### src/rtl/afs_pkg.sv
// Package afs_pkg: bit positions of the audio FIFO status word.
// Assumes a 32-bit word with 4-bit level fields.
package afs_pkg;
    localparam int STW      = 32;
    localparam int LVL_W    = 4;
    localparam int B_TXNF   = 0;
    localparam int B_RXNE   = 1;
    localparam int B_BUSY   = 2;
    localparam int B_TXREQ  = 3;
    localparam int B_RXREQ  = 4;
    localparam int B_UNDER  = 5;
    localparam int B_OVER   = 6;
    localparam int TXLVL_LO = 8;
    localparam int RXLVL_LO = 12;
endpackage

### src/rtl/afs_sticky.sv
// Module afs_sticky: one error flag that sets on an event and clears on a strobe.
// Assumes the set and clear inputs are single-cycle pulses in the clk domain.
// When set and clear arrive together, set wins.
module afs_sticky (
    input  logic clk,
    input  logic rst_n,
    input  logic set_i,
    input  logic clr_i,
    output logic flag_o
);
    // Latch the event, release only on an explicit clear.
    always_ff @(posedge clk) begin
        if (!rst_n)      flag_o <= 1'b0;
        else if (set_i)  flag_o <= 1'b1;
        else if (clr_i)  flag_o <= 1'b0;
    end

    // an event always wins over a clear in the same cycle
    a_r6_set_wins: assert property (@(posedge clk) disable iff (!rst_n)
        set_i |=> flag_o);
    // the flag holds without a clear
    a_r4_flag_holds: assert property (@(posedge clk) disable iff (!rst_n)
        (flag_o && !clr_i) |=> flag_o);
endmodule

### src/rtl/afs_threshold.sv
// Module afs_threshold: compares an occupancy count against a threshold.
// ABOVE=1 gives a request at count >= thresh+1 (receive side).
// ABOVE=0 gives a request at count <= thresh (transmit side).
// Assumes TH_W < CNT_W, so thresh+1 cannot overflow.
module afs_threshold #(
    parameter int CNT_W = 5,
    parameter int TH_W  = 4,
    parameter bit ABOVE = 1'b1
) (
    input  logic             enable_i,
    input  logic [CNT_W-1:0] count_i,
    input  logic [TH_W-1:0]  thresh_i,
    output logic             req_o
);
    logic [CNT_W-1:0] th_ext;
    logic             hit;

    // Widen the threshold to the count width.
    always_comb th_ext = CNT_W'(thresh_i);

    generate
        if (ABOVE) begin : g_above
            // Request once occupancy passes the threshold.
            always_comb hit = (count_i >= (th_ext + CNT_W'(1)));
        end else begin : g_below
            // Request while occupancy is at or under the threshold.
            always_comb hit = (count_i <= th_ext);
        end
    endgenerate

    // Gate the request with the enable.
    always_comb req_o = enable_i && hit;
endmodule

### src/rtl/audio_fifo_status.sv
// Module audio_fifo_status: status word, masked interrupt and DMA requests
// for the sample FIFOs of a serial audio controller.
// Assumes the counts are 0..DEPTH and the strobes are clk-synchronous pulses.
// Every field is registered, so the word lags its inputs by one clock.
module audio_fifo_status #(
    parameter int DEPTH = 16,
    parameter int TH_W  = 4,
    parameter int CNT_W = $clog2(DEPTH + 1)
) (
    input  logic              clk,
    input  logic              rst_n,
    input  logic              enable_i,
    input  logic              frame_active_i,
    input  logic [CNT_W-1:0]  rx_count_i,
    input  logic [CNT_W-1:0]  tx_count_i,
    input  logic              rx_push_ser_i,
    input  logic              rx_pop_bus_i,
    input  logic              tx_push_bus_i,
    input  logic              tx_pop_ser_i,
    input  logic [TH_W-1:0]   rx_thresh_i,
    input  logic [TH_W-1:0]   tx_thresh_i,
    input  logic [3:0]        irq_mask_i,
    input  logic              clr_we_i,
    input  logic [1:0]        clr_bits_i,
    output logic [31:0]       status_o,
    output logic              irq_o,
    output logic              rx_dma_req_o,
    output logic              tx_dma_req_o
);
    import afs_pkg::*;

    localparam logic [CNT_W-1:0] FULL_CNT  = CNT_W'(DEPTH);
    localparam logic [CNT_W-1:0] EMPTY_CNT = '0;
    localparam int               NERR      = 2;

    logic [NERR-1:0] err_evt;
    logic [NERR-1:0] err_clr;
    logic [NERR-1:0] err_flag;
    logic            rx_req_d;
    logic            tx_req_d;
    logic [STW-1:0]  base_d;
    logic [STW-1:0]  base_q;

    // Error events: index 1 is overrun, index 0 is underrun.
    // A same-cycle opposite-side strobe frees the entry, so it is not an error.
    always_comb begin
        err_evt[1] = rx_push_ser_i && (rx_count_i == FULL_CNT)  && !rx_pop_bus_i;
        err_evt[0] = tx_pop_ser_i  && (tx_count_i == EMPTY_CNT) && !tx_push_bus_i;
        err_clr    = {NERR{clr_we_i}} & clr_bits_i;
    end

    generate
        for (genvar gi = 0; gi < NERR; gi++) begin : g_err
            afs_sticky u_sticky (
                .clk    (clk),
                .rst_n  (rst_n),
                .set_i  (err_evt[gi]),
                .clr_i  (err_clr[gi]),
                .flag_o (err_flag[gi])
            );
        end
    endgenerate

    afs_threshold #(.CNT_W(CNT_W), .TH_W(TH_W), .ABOVE(1'b1)) u_rx_th (
        .enable_i (enable_i),
        .count_i  (rx_count_i),
        .thresh_i (rx_thresh_i),
        .req_o    (rx_req_d)
    );

    afs_threshold #(.CNT_W(CNT_W), .TH_W(TH_W), .ABOVE(1'b0)) u_tx_th (
        .enable_i (enable_i),
        .count_i  (tx_count_i),
        .thresh_i (tx_thresh_i),
        .req_o    (tx_req_d)
    );

    // Assemble the next value of the level-driven fields.
    always_comb begin
        base_d                               = '0;
        base_d[RXLVL_LO +: LVL_W]            = rx_count_i[LVL_W-1:0];
        base_d[TXLVL_LO +: LVL_W]            = tx_count_i[LVL_W-1:0];
        base_d[B_RXREQ]                      = rx_req_d;
        base_d[B_TXREQ]                      = tx_req_d;
        base_d[B_BUSY]                       = enable_i && frame_active_i;
        base_d[B_RXNE]                       = (rx_count_i != EMPTY_CNT);
        base_d[B_TXNF]                       = (tx_count_i != FULL_CNT);
    end

    // Register the level-driven fields once per clock.
    always_ff @(posedge clk) begin
        if (!rst_n) base_q <= STW'(1);
        else        base_q <= base_d;
    end

    // Merge the sticky flags into the visible word.
    always_comb begin
        status_o          = base_q;
        status_o[B_OVER]  = err_flag[1];
        status_o[B_UNDER] = err_flag[0];
    end

    // Masked interrupt and unmasked DMA requests.
    always_comb begin
        irq_o        = |(status_o[B_OVER:B_TXREQ] & irq_mask_i);
        rx_dma_req_o = status_o[B_RXREQ];
        tx_dma_req_o = status_o[B_TXREQ];
    end

    // requests and busy are low one clock after a disabled cycle
    a_r9_disabled_quiet: assert property (@(posedge clk) disable iff (!rst_n)
        !enable_i |=> (!status_o[B_RXREQ] && !status_o[B_TXREQ] && !status_o[B_BUSY]));
    // a full transmit FIFO shows not-full low on the next clock
    a_r3_full_tx: assert property (@(posedge clk) disable iff (!rst_n)
        (tx_count_i == FULL_CNT) |=> !status_o[B_TXNF]);
    // level fields follow the counts with one clock of lag
    a_r2_levels: assert property (@(posedge clk) disable iff (!rst_n)
        1'b1 |=> (status_o[RXLVL_LO +: LVL_W] == $past(rx_count_i[LVL_W-1:0])));
    // an overrun event is visible on the next clock
    a_r4_overrun_seen: assert property (@(posedge clk) disable iff (!rst_n)
        (rx_push_ser_i && rx_count_i == FULL_CNT && !rx_pop_bus_i) |=> status_o[B_OVER]);
endmodule

### config.mk
export PLATFORM = sky130hd
export DESIGN_NAME = audio_fifo_status
export DESIGN_NICKNAME = d
export VERILOG_FILES = /design/src/rtl/afs_pkg.sv /design/src/rtl/afs_sticky.sv /design/src/rtl/afs_threshold.sv /design/src/rtl/audio_fifo_status.sv
export SDC_FILE = /design/constraint.sdc
export NUM_CORES = 1
export LEC_CHECK = 0
export ABC_AREA = 1
export BUFFER_PORTS_ARGS = -buffer_cell sky130_fd_sc_hd__buf_2
export CAP_MARGIN = 20
export CORE_UTILIZATION = 43
export CTS_CLUSTER_SIZE = 30
export DETAILED_ROUTE_END_ITERATION = 8
export GPL_ROUTABILITY_DRIVEN = 0
export HOLD_SLACK_MARGIN = 0.02
export PLACE_DENSITY = 0.93
export SLEW_MARGIN = 20
export SYNTH_ARGS = -nofsm -noshare
export SYNTH_HDL_FRONTEND = slang
export SYNTH_SLANG_ARGS = --single-unit
### constraint.sdc
create_clock -name clk -period 3.05 [get_ports clk]
set_clock_uncertainty 0.05 [all_clocks]
set_input_delay 0.4575 -clock clk [delete_from_list [all_inputs] [get_ports clk]]
set_output_delay 0.4575 -clock clk [all_outputs]
set_load 0.02 [all_outputs]
==> After elaboration in Yosys (flattened, before gate mapping) <==
Cells that the tools add are included.
{ "word_totals": {"register_bits": 34, "latch_bits": 0, "mem_bits_rw": 0, "romBits": 0, "input_bits": 33, "output_inout_bits": 35, "wordCells": 29, "n_memories": 0} }
{ "op_classes": {"n_addsub": 1, "mul": 0, "n_div": 0, "n_lt_le_gt_ge": 2, "eq_ne": 2, "shifts": 0, "muxes": 4, "n_bitwise": 2, "n_reduce_logical": 14} }
{ "op_table": {"columns": ["op", "n"], "rows": [
  ["$logic_and 1x1->1", 7],
  ["$add 4x1->5 const B", 1],
  ["$eq 5x5->1 const B", 1],
  ["$ge 5x5->1", 1],
  ["$le 5x4->1", 1],
  ["$logic_not 5->1", 1],
  ["$ne 5x5->1 const B", 1],
  ["$reduce_bool 5->1", 1],
  ["$and 4x4->4", 1],
  ["$mux 1", 4],
  ["$reduce_bool 2->1", 2],
  ["$reduce_or 4->1", 1],
  ["$and 2x2->2", 1],
  ["$logic_not 1->1", 2]
]} }

==> Depth between registers and ports, before layout <==
{ "depth": {"depth_word": 4, "ltp_mapped": 9, "mapped_depth_nobuf": 9} }

==> Hierarchy <==
Synthesis repeated with hierarchy kept, for this count alone.
{ "unflattened": {"cells_unflattened": 144, "hier_area_um2": 1006.0} }
{ "modules_own_cells": {"columns": ["module", "n_inst", "cells_per_inst", "area_each_um2", "seq_area_each_um2"], "rows": [
  ["audio_fifo_status", 1, 80, 604.3, 260.2],
  ["afs_threshold (u_rx_th)", 1, 29, 176.4, 0.0],
  ["afs_threshold (u_tx_th)", 1, 23, 137.6, 0.0],
  ["afs_sticky", 2, 6, 43.8, 20.0]
]} }

==> Least setup slack after synthesis <==
OpenSTA, ideal clock, no wires.
{ "synth_timing": {"path_kind": "in2reg", "from": "input port rx_thresh_i[0]", "to": "register base_q[4]", "arrival_ps": 1414, "slack_ps": 1477, "stages": 9, "path_cell_list": "ha_1 -> xnor2_1 -> ha_1 -> nand2_1 -> inv_1 -> o21bai_1 -> nand3_1 -> nand2_1 -> inv_1"} }
{ "synth_between": {"elab_chain_len": 3} }
{ "synth_rtl": {"columns": ["item", "line", "rtl"], "rows": [
  ["from (decl)", "audio_fifo_status.sv:20", "input logic [TH_W-1:0] rx_thresh_i,"],
  ["$add 4x1->5", "afs_threshold.sv:24", "always_comb hit = (count_i >= (th_ext + CNT_W'(1)));"],
  ["$ge 5x5->1", "afs_threshold.sv:24", null],
  ["$logic_and 1x1->1", "afs_threshold.sv:32", "always_comb req_o = enable_i && hit;"],
  ["to (signal assigned)", "audio_fifo_status.sv:93", "else base_q <= base_d;"],
  ["to (decl)", "audio_fifo_status.sv:42", "logic [STW-1:0] base_q;"]
]} }
No other way between the ends.
A chain may end at the register's enable or synchronous reset.

==> Final worst setup path <==
Same ends and word-level chain as after synthesis.

==> summary.md <==
| Metric | Value |
|---|---|
| Outcome | finished clean |
| Die area | 2400 um^2 |
| P per Cell Area | 367 nW/um^2 |
| Postcts setup bufs | 0 |
| Peak Freq | 0.679 GHz |
| Cts bufs inserted | 3 |
| Count of final setup violators | 0 |
| Worst R2R Start | g_err[1].u_sticky.flag_o |
| Hold Buf Count CTS | 0 |
| Via count | 840 |
| Max-cap violations | 0 |
| Type of origin of the critical path | primary input |
| Synth warn | 0 |
| Most frequent cells in the layout | buf_2, inv_1, nand2_1, conb_1, dfxtp_1 |
| Worst-path cell chain | buf_2 > ha_1 > xnor2_1 > ha_1 > nand2_1 > inv_1 > o21bai_1 > nand3_1 > nand2_1 > inv_1 |
| Leakage Power | 0.757 nW |
| Die Ht | 49.0 um |
| Clock Root Buffer | clkbuf_4 |
| Synthesized flop and latch total | 15 |
| Antenna-violating nets left | 0 |
| Sink Count | 15 |
| Period utilisation layout | 0.483 |
| Site Rows | 16 |
| Final core utilization | 0.572 |
| CTS tree | built |
| Initial Utilization | 0.469 |
| Hpwl dp | 1480 um |
| Reg2reg path depth | 3 |
| Unrepaired setup endpoints after global routing | no |
| Critical Path Fanout Max | 3 |
| Fin. max-slew vios | 0 |
| Post-synth cell types | 18 |
| Synthesized area per cell | 7.24 um^2 |
| DRC Markers | 0 |
| Core area | 2020 um^2 |
| Minimum clock period | 1470 ps |
| Antenna fix cells | 0 |
| Area growth syn-to-layout | 22.0% |
| Endpoint type of the worst setup path | register |
| Largest net degree at the start of global routing | 13 |
| Die width | 49.0 um |
| Crit path buf inv count | 3 |
| Grt ovf | 0 |
| Hold endpoint | base_q[14] |
| Max clock buf depth | 2 |
| Critical Path RT | 3180 ps |
| Peak VDD IR | 224 uV |
| Via/cell ratio | 4.08 |
| Synth Instances | 131 |
| Final TNS setup | 0 ps |
| Hold Crit Depth | 3 |
| CTS clk-pin slew, worst paths | 90 ps |
| Most common cell after layout, fill and taps aside | buf_2 |
| First-pass GRT wire length | 2670 um |
| Reg2reg setup slack | 2260 ps |
| Nets | 223 |
| Htree depth | 1 |
| Wire per inst | 8.11 um |
| Vias in the first global route | 697 |
| Worst-Skew Late Latency | 260 ps |
| Port bufs | 50 |
| Tot GR Track Use | 0.148 |
| Share of layout cells above drive strength 1 | 0.307 |
| Count of final hold-check violations | 0 |
| Synthesized area | 948 um^2 |
| WL final | 1670 um |
| Sequential area share after synthesis | 0.317 |
| Hold_sp | rx_count_i[2] |
| Antenna violations before repair | 0 |
| RR Endpoint | g_err[1].u_sticky.flag_o |
| # resized after CTS | 0 |
| CP top delay family | adder cells |
| Pre-antenna DRT Iters | 4 |
| CP max-delay cell | ha_1 |
| Critical path class | in2reg |
| DRT iter0 DRCs | 5 |
| # IOs | 68 |
| Hold Crit Class | in2reg |
| Worst Path Arrival | 1600 ps |
| Largest stage delay on the critical path | 290 ps |
| Worst path depth | 10 |
| Min Hold Slack | 347 ps |
power by group:
group	internal [mW]	switching (mW)	leakage, nW
Clock	0.0484	0.0555	0.0177
Sequential	0.204	0.00269	0.124
Combinational	0.0414	0.0728	0.615
Total	0.294	0.131	0.757
synthesized netlist by cell type:
cell       n  share of area
a21boi_0   1         0.0079
a21oi_1    3          0.016
buf_2      1         0.0053
buf_4     21           0.17
conb_1     1         0.0040
dfxtp_1   15           0.32
ha_1      10           0.13
inv_1     27           0.11
nand2_1   27           0.11
nand3_1    7          0.037
nand4_1    1         0.0066
nor2_1    10          0.040
nor3_2     1          0.011
nor3b_1    1         0.0079
o21ai_0    2          0.011
o21bai_1   1         0.0079
xnor2_1    1         0.0092
xor2_1     1         0.0092
final cells by class:
class / count / area, um^2
fill: 208 / 865
clock inverter: 1 / 5.00
clock buffer: 3 / 22.5
inverter: 27 / 101
tap: 27 / 33.8
multi-input combinational: 83 / 444
timing repair buffer: 50 / 250
sequential: 15 / 300
sequential cells by signal, indices dropped and copies added, names as in the netlist:
register               flops
g_err.u_sticky.flag_o      2
base_q                    13
tightest hold or removal path: cells and delay by family:
kind / cells / cell delay, ps
buffers and inverters: 2 / 140
AND/OR/NAND/NOR: 1 / 50
per-stage QoR:
stage | power (mW) | cell area, um^2 | setup slack, ps | std cells
6_report | 0.425 | 1160 | 1580 | 206
4_1_cts | 0.430 | 1160 | 1580 | 206
3_5_place_dp | 0.326 | 1130 | 1290 | 202
2_1_floorplan | 0.302 | 1010 | 1480 | 147
3_3_place_gp | 0.322 | 1130 | 1330 | 202
5_1_grt | 0.455 | 1160 | 1510 | 206
worst max path at each step:
stage / from / slack [ps] / endpoint
2_1_floorplan: rx_thresh_i[0] / 1480 / base_q[4]
3_3_place_gp: rx_thresh_i[0] / 1330 / base_q[4]
3_5_place_dp: rx_thresh_i[0] / 1290 / base_q[4]
4_1_cts: rx_thresh_i[0] / 1580 / base_q[4]
5_1_grt: rx_thresh_i[0] / 1510 / base_q[4]
6_report: rx_thresh_i[0] / 1580 / base_q[4]
kinds of logic after synthesis:
family                     synth area share
buffers and inverters                 0.278
DFF                                   0.317
other                               0.00395
adders and majority gates             0.132
and+or+nand+nor                       0.208
xor gates and xnor gates             0.0185
AOI/OAI and AO/OA                    0.0422
metal layers:
metal / routed length [um] / vias up / track usage / part of all wire
li1: - / 451 / - / -
met1: 657 / 344 / 0.139 / 0.39
met2: 858 / 43 / 0.292 / 0.51
met3: 126 / 2 / 0.0249 / 0.075
met4: 27 / 0 / 0.0882 / 0.016
met5: 0 / - / 0 / 0
(Power assumes the default switching activity.)
